`src/rtl/mem_sec_pkg.sv`:
```
// Shared types and field positions for the memory region security checker.
// Assumes at most 256 regions per memory (window region field is 8 bits wide).
package mem_sec_pkg;

    typedef enum logic [1:0] {
        ACC_READ  = 2'd0,
        ACC_WRITE = 2'd1,
        ACC_FETCH = 2'd2,
        ACC_BAD   = 2'd3
    } acc_kind_e;

    // Region word layout, LSB first: read, write, exec, secure, lock.
    typedef struct packed {
        logic lock;
        logic secure;
        logic exec;
        logic write;
        logic read;
    } region_cfg_t;

    localparam int REGION_CFG_W  = 5;
    localparam int NSC_CODE_LSB  = 0;
    localparam int NSC_REG_LSB   = 8;
    localparam int NSC_LOCK_BIT  = 16;
    localparam int NMEM          = 2;
    localparam int MEM_FLASH     = 0;
    localparam int MEM_RAM       = 1;

    // Window size in bytes for a 4-bit size code; 0 when disabled.
    function automatic logic [13:0] nsc_bytes(input logic [3:0] code);
        if (code == 4'd0 || code > 4'd8) begin
            return 14'd0;
        end
        return 14'd1 << (code + 4'd4);
    endfunction

endpackage

```
`src/rtl/msc_region_bank.sv`:
```
// Configuration storage for one memory: NREG region words and one
// non-secure-callable window word, each with a write-once lock.
// Assumes NREG is a power of two and at least 2.
module msc_region_bank
    import mem_sec_pkg::*;
#(
    parameter int NREG     = 8,
    parameter int IDX_W    = 3,
    parameter int CFG_AW   = 5,
    parameter int REG_BASE = 0,
    parameter int NSC_ADDR = 16
) (
    input  logic                         clk,
    input  logic                         rst_n,
    input  logic                         cfg_we,
    input  logic [CFG_AW-1:0]            cfg_addr,
    input  logic [31:0]                  cfg_wdata,
    output region_cfg_t [NREG-1:0]       region_o,
    output logic [3:0]                   nsc_code_o,
    output logic [IDX_W-1:0]             nsc_region_o,
    output logic [31:0]                  rdata_o
);

    localparam region_cfg_t REGION_RESET = '{lock: 1'b0, secure: 1'b1,
                                             exec: 1'b1, write: 1'b1, read: 1'b1};

    region_cfg_t [NREG-1:0] region_q;
    logic [3:0]             nsc_code_q;
    logic [IDX_W-1:0]       nsc_region_q;
    logic                   nsc_lock_q;
    logic                   unused_wdata;

    assign unused_wdata = ^cfg_wdata;

    // Region words: load on an addressed write unless locked.
    always_ff @(posedge clk) begin
        if (!rst_n) begin
            for (int i = 0; i < NREG; i++) begin
                region_q[i] <= REGION_RESET;
            end
        end else begin
            for (int i = 0; i < NREG; i++) begin
                if (cfg_we && cfg_addr == CFG_AW'(REG_BASE + i) && !region_q[i].lock) begin
                    region_q[i] <= region_cfg_t'(cfg_wdata[REGION_CFG_W-1:0]);
                end
            end
        end
    end

    // Window word: load on an addressed write unless locked.
    always_ff @(posedge clk) begin
        if (!rst_n) begin
            nsc_code_q   <= '0;
            nsc_region_q <= '0;
            nsc_lock_q   <= 1'b0;
        end else if (cfg_we && cfg_addr == CFG_AW'(NSC_ADDR) && !nsc_lock_q) begin
            nsc_code_q   <= cfg_wdata[NSC_CODE_LSB +: 4];
            nsc_region_q <= cfg_wdata[NSC_REG_LSB +: IDX_W];
            nsc_lock_q   <= cfg_wdata[NSC_LOCK_BIT];
        end
    end

    // Read mux for the words this bank owns; zero elsewhere.
    always_comb begin
        rdata_o = '0;
        for (int i = 0; i < NREG; i++) begin
            if (cfg_addr == CFG_AW'(REG_BASE + i)) begin
                rdata_o = 32'(region_q[i]);
            end
        end
        if (cfg_addr == CFG_AW'(NSC_ADDR)) begin
            rdata_o[NSC_CODE_LSB +: 4]     = nsc_code_q;
            rdata_o[NSC_REG_LSB +: IDX_W]  = nsc_region_q;
            rdata_o[NSC_LOCK_BIT]          = nsc_lock_q;
        end
    end

    assign region_o     = region_q;
    assign nsc_code_o   = nsc_code_q;
    assign nsc_region_o = nsc_region_q;

endmodule

```
`config.mk`:
```
export PLATFORM = sky130hd
export DESIGN_NAME = msc_region_bank
export DESIGN_NICKNAME = d
export VERILOG_FILES = /design/src/rtl/mem_sec_pkg.sv /design/src/rtl/msc_region_bank.sv
export SDC_FILE = /design/constraint.sdc
export NUM_CORES = 1
export LEC_CHECK = 0
export BUFFER_PORTS_ARGS = -buffer_cell sky130_fd_sc_hd__clkbuf_2
export CAP_MARGIN = 40
export CORE_UTILIZATION = 46
export DETAILED_ROUTE_END_ITERATION = 6
export PLACE_DENSITY = 0.8
export SYNTH_ARGS = -nofsm -noshare
export SYNTH_HDL_FRONTEND = slang
export SYNTH_SLANG_ARGS = --single-unit
```
`constraint.sdc`:
```
create_clock -name clk -period 2.3 [get_ports clk]
set_clock_uncertainty 0.15 [all_clocks]
set_input_delay 0.115 -clock clk [delete_from_list [all_inputs] [get_ports clk]]
set_output_delay 0.115 -clock clk [all_outputs]
set_load 0.005 [all_outputs]
```
# Word-level counts from Yosys, hierarchy flattened

Index checks and enable logic that the tools add are counted.

Register bits: 48
Input bits: 40
Output and inout bits: 79
Logic and storage cells: 90

Equal/unequal tests: 8
Mux-type cells: 11
Reduce and logical (&&, ||, !) cells: 28

Operators by type and width:

| cell                                                 | count |
|---|---|
| two-way mux 32 bit                                   | 7 |
| equality test 5 x 3 -> 1 bit (second input constant) | 4 |
| logical AND 1 bit                                    | 18 |
| equality test 5 x 2 -> 1 bit (second input constant) | 2 |
| logical NOT 1 bit                                    | 9 |
| equality test 5 x 1 -> 1 bit (second input constant) | 1 |
| equality test 5 bit (second input constant)          | 1 |
| logical NOT 5 bit                                    | 1 |
| two-way mux 5 bit                                    | 1 |
| two-way mux 4 bit                                    | 1 |
| two-way mux 3 bit                                    | 1 |
| two-way mux 1 bit                                    | 1 |

# Longest topological paths before layout

Depth in word-level cells: 10
Gate-level depth with buffers: 6
Mapped depth without buffers: 4

# Worst setup path after synthesis

Ideal clock, no wire load.

Kind: input port to flip-flop
From: input port cfg_addr[4]
To: register region_q, in the netlist region_o[30]
Setup time: 0.129 ns
Arrival: 1.467 ns
Data required time: 2.021 ns
Setup slack: 0.554 ns
Stages: 6
Buffers on the path: 2
Cells stage by stage: clkbuf_1 -> nand4bb_4 -> or4b_2 -> buf_2 -> mux2i_1 -> nand2_1

Cells in the longest elaborated chain, start to end: 3

Ends and longest elaborated chain:

| item                            | line                  | RTL |
|---|---|---|
| from (decl)                     | msc_region_bank.sv:16 | `input logic [CFG_AW-1:0] cfg_addr,` |
| equality test 5 x 3 -> 1 bit    | msc_region_bank.sv:43 | `if (cfg_we && cfg_addr == CFG_AW'(REG_BASE + i) && !region_q[i].lock) begin` |
| logical AND 1 bit (2 in series) | msc_region_bank.sv:43 |  |
| to (signal, indexed assignment) | msc_region_bank.sv:44 | `region_q[i] <= region_cfg_t'(cfg_wdata[REGION_CFG_W-1:0]);` |
| to (decl)                       | msc_region_bank.sv:27 | `region_cfg_t [NREG-1:0] region_q;` |

No other way between the ends.
A chain may end at the register's enable or synchronous reset.

# Final worst setup path

From: register region_q, in the netlist region_o[2]
To: output port rdata_o[2]

Cells in the longest elaborated chain, start to end: 9

Ends and longest elaborated chain:

| item                             | line                  | RTL |
|---|---|---|
| two-way mux 5 bit                | msc_region_bank.sv:67 | `if (cfg_addr == CFG_AW'(REG_BASE + i)) begin` |
| two-way mux 32 bit (7 in series) | msc_region_bank.sv:67 |  |
| two-way mux 4 bit                | msc_region_bank.sv:71 | `if (cfg_addr == CFG_AW'(NSC_ADDR)) begin` |
| to (decl)                        | msc_region_bank.sv:21 | `output logic [31:0] rdata_o` |

No other way between the ends.

==> results.json <==
{
  "outcome": "completed",
  "die_y_um": 75.6,
  "synthXorXnorAreaFrac_pct": 0,
  "power_leakage_uw": 0.00144,
  "setup_violations": 0,
  "ys_ff_latch": 48,
  "die_area_um2": 5710,
  "critical_path.max_fanout": 3,
  "tns_ps": 0,
  "drt-vias-per-instance": 5.15,
  "overflow": 0,
  "grt_pass1_wl_um": 9640,
  "postPlaceCellArea_um2": 2810,
  "cap_violations": 0,
  "critPathBufInv": 1,
  "antenna_found_initial": 0,
  "rows": 26,
  "ff2ff_setup_slack_ps": 610,
  "switching_power_uw": 389,
  "min_period_over_period_pct": 91.1,
  "synth_compound_area_share_pct": 10.1,
  "gp_congestion": 0.845,
  "synth_top_cell_by_area": "dfxtp_1",
  "grt_setup_unrepaired": "false",
  "synth_top_family_by_area": "simple AND/OR/NAND/NOR gates",
  "switching_share_pct": 25.4,
  "use_met3_pct": 5.95,
  "dr.pass1.iters": 4,
  "worstSetupStartpoint": "region_o[2]$_SDFFE_PN1P_",
  "ant_nets": 0,
  "ys_warn_count": 0,
  "cp_top_family": "compound AO/OA/AOI/OAI gates",
  "pwr-share-comb_pct": 10.7,
  "cp_common_cell": "a21oi_1",
  "clk_latency_ps": 300,
  "drive_gt1_share_pct": 26.9,
  "rr_endpoint": "region_o[33]$_SDFFE_PN1P_",
  "fp.coreArea_um2": 5170,
  "critPathSlowestCell": "or3b_2",
  "power_density_nw_per_um2": 521,
  "crit_arrival_ps": 1830,
  "synth_cell_types": 42,
  "grt_pass1_vias": 2019,
  "htree_levels": 2,
  "netlist_instances": 286,
  "cts_tree": "built",
  "p_int_uw": 1140,
  "synth_top_flop_cell": "dfxtp_1",
  "r2r-start": "region_o[34]$_SDFFE_PN0P_",
  "synth_area_leaders": "dfxtp_1, mux2i_1, buf_4",
  "drc": 0,
  "final_core_util_pct": 56.8,
  "slew_violations": 0,
  "initial_utilization_pct": 48.1,
  "dp_hpwl_um": 4450,
  "cp-end-kind": "output port",
  "diodes": 0,
  "cts_resized": 0,
  "area_growth_pct": 18.1,
  "cts_buffers": 5,
  "syn_area_per_cell_um2": 8.70,
  "finalHoldViolations": 0,
  "holdPathStages": 3,
  "r2r_cells": 3,
  "grt_usage_pct": 22.5,
  "synth.cell_area_um2": 2490,
  "clk_pin_slew_ps": 90,
  "cts_buffer_depth": 2,
  "wl_per_cell_um": 14.2,
  "hold_path_end": "nsc_code_o[1]$_SDFFE_PN0P_",
  "yosysMostFrequentCell": "dfxtp_1",
  "synth.top_cell.area_share_pct": 38.6,
  "synthSimpleGateAreaFrac_pct": 22.2,
  "max_stage_delay_ps": 440,
  "ys_seq_area_share_pct": 38.6,
  "clockRootBuffer": "clkbuf_8",
  "pwr-share-clk_pct": 34.2,
  "io_buffers": 72,
  "fmax_mhz": 477,
  "crit_chain": "or3b_2, a21oi_1, o311ai_0, a21oi_1, clkbuf_2",
  "grt_max_degree": 41,
  "critPathRequiredTime_ps": 2040,
  "final_nets": 389,
  "top_usage_layer": "met2",
  "synthAdderAreaFrac_pct": 0,
  "startpoint_type": "flip-flop",
  "hp-start": "cfg_wdata[1]",
  "synth_commonest_cells": "dfxtp_1, nand2_1, mux2i_1, buf_4, clkbuf_1",
  "crit_type": "flip-flop to output port",
  "drtIter0Drc": 157,
  "cts_sinks": 48,
  "post-route-cell-area_um2": 2940,
  "pin_count": 119,
  "ir_drop_mv": 0.382,
  "grt_use_met2_pct": 36.8,
  "synthMuxAreaShare_pct": 17.6,
  "hold_class": "primary input to flip-flop",
  "synthArstFlopShare_pct": 0,
  "power_frac_seq_pct": 55.0,
  "synth_edf_count": 0,
  "dr_total_vias": 2164,
  "final.min_clock_period_ps": 2100,
  "use_met1_pct": 29.9,
  "routed_wirelength_um": 5980,
  "die_x_um": 75.6
}
[power groups by stage]
stage	registers [uW]	logic, uW	clock network [uW]
finish	842	164	524
global route	843	184	568
CTS	842	164	529
detailed placement	861	158	0
global placement	861	151	0
floorplan	861	134	0
[final cells by class]
cell class / count / area [um2]
multi-input combinational: 209 / 1330
clock buffer: 6 / 82.6
clock inverter: 2 / 10.0
sequential: 48 / 961
inverter: 3 / 11.3
fill: 466 / 2230
timing repair buffer: 82 / 458
tap: 70 / 87.6
[cells in the final DEF, fill, tap and decap left out, types with 5 or more instances in the layout]
cell type	count
o21ai_0	10
nand2_1	46
nor2b_1	6
conb_1	23
mux2i_1	37
nand2b_1	5
buf_4	5
clkbuf_8	6
a21oi_1	8
nor2_1	17
o21a_1	8
clkbuf_2	72
dfxtp_1	48
nand3_1	7
[flip-flops by register name (all words and copies together), names as in the netlist]
| signal | count |
|---|---|
| nsc_code_o | 4 |
| nsc_lock_q | 1 |
| region_o | 40 |
| nsc_region_o | 3 |
[worst max-delay path by stage]
stage | endpoint | slack, ps | cells past startpoint
after floorplan | region_o[30]$_SDFFE_PN1P_ | 550 | 6
after global placement | region_o[2]$_SDFFE_PN1P_ | 340 | 5
after detailed placement | region_o[3]$_SDFFE_PN1P_ | 330 | 5
after CTS | rdata_o[2] | 220 | 5
after global routing | rdata_o[2] | 90 | 5
final | rdata_o[2] | 200 | 5
[layer usage]
metal  routed length, um  vias up
li1                    -     1066
met1                2760     1012
met2                2840       82
met3                 347        4
met4                  31        0
met5                   0        -
[cells by family (layout without fill, tap and decap cells)]
| family | count (synthesis) | in the layout |
|---|---|---|
| buf+inv | 51 | 93 |
| compound gates | 39 | 39 |
| flops | 48 | 48 |
| simple gates | 107 | 107 |
| mux | 40 | 40 |
| other cells | 1 | 23 |
[tightest hold or removal path: cells and delay by family]
kind / cells / cell delay, ps
AOI/OAI and AO/OA: 1 / 60
buffers and inverters: 1 / 160
and+or+nand+nor: 1 / 80
[repair_timing]
item / in CTS / in global routing
hold buffers: 4 / 0
setup buffers: 0 / 0
endpoints found under the hold margin: 4 / 0
setup endpoints to repair: 0 / 0
[metrics by stage]
step / worst slack [ps] / hold slack [ps] / total power [uW] / std cells
3_3_place_gp: 340 / 193 / 1010 / 407
5_1_grt: 90.4 / 24.8 / 1590 / 420
2_1_floorplan: 554 / 105 / 994 / 308
3_5_place_dp: 329 / 203 / 1020 / 408
6_report: 204 / 16.9 / 1530 / 420
4_1_cts: 220 / 17.5 / 1530 / 420
No activity file was read; power rests on OpenSTA's default activity.
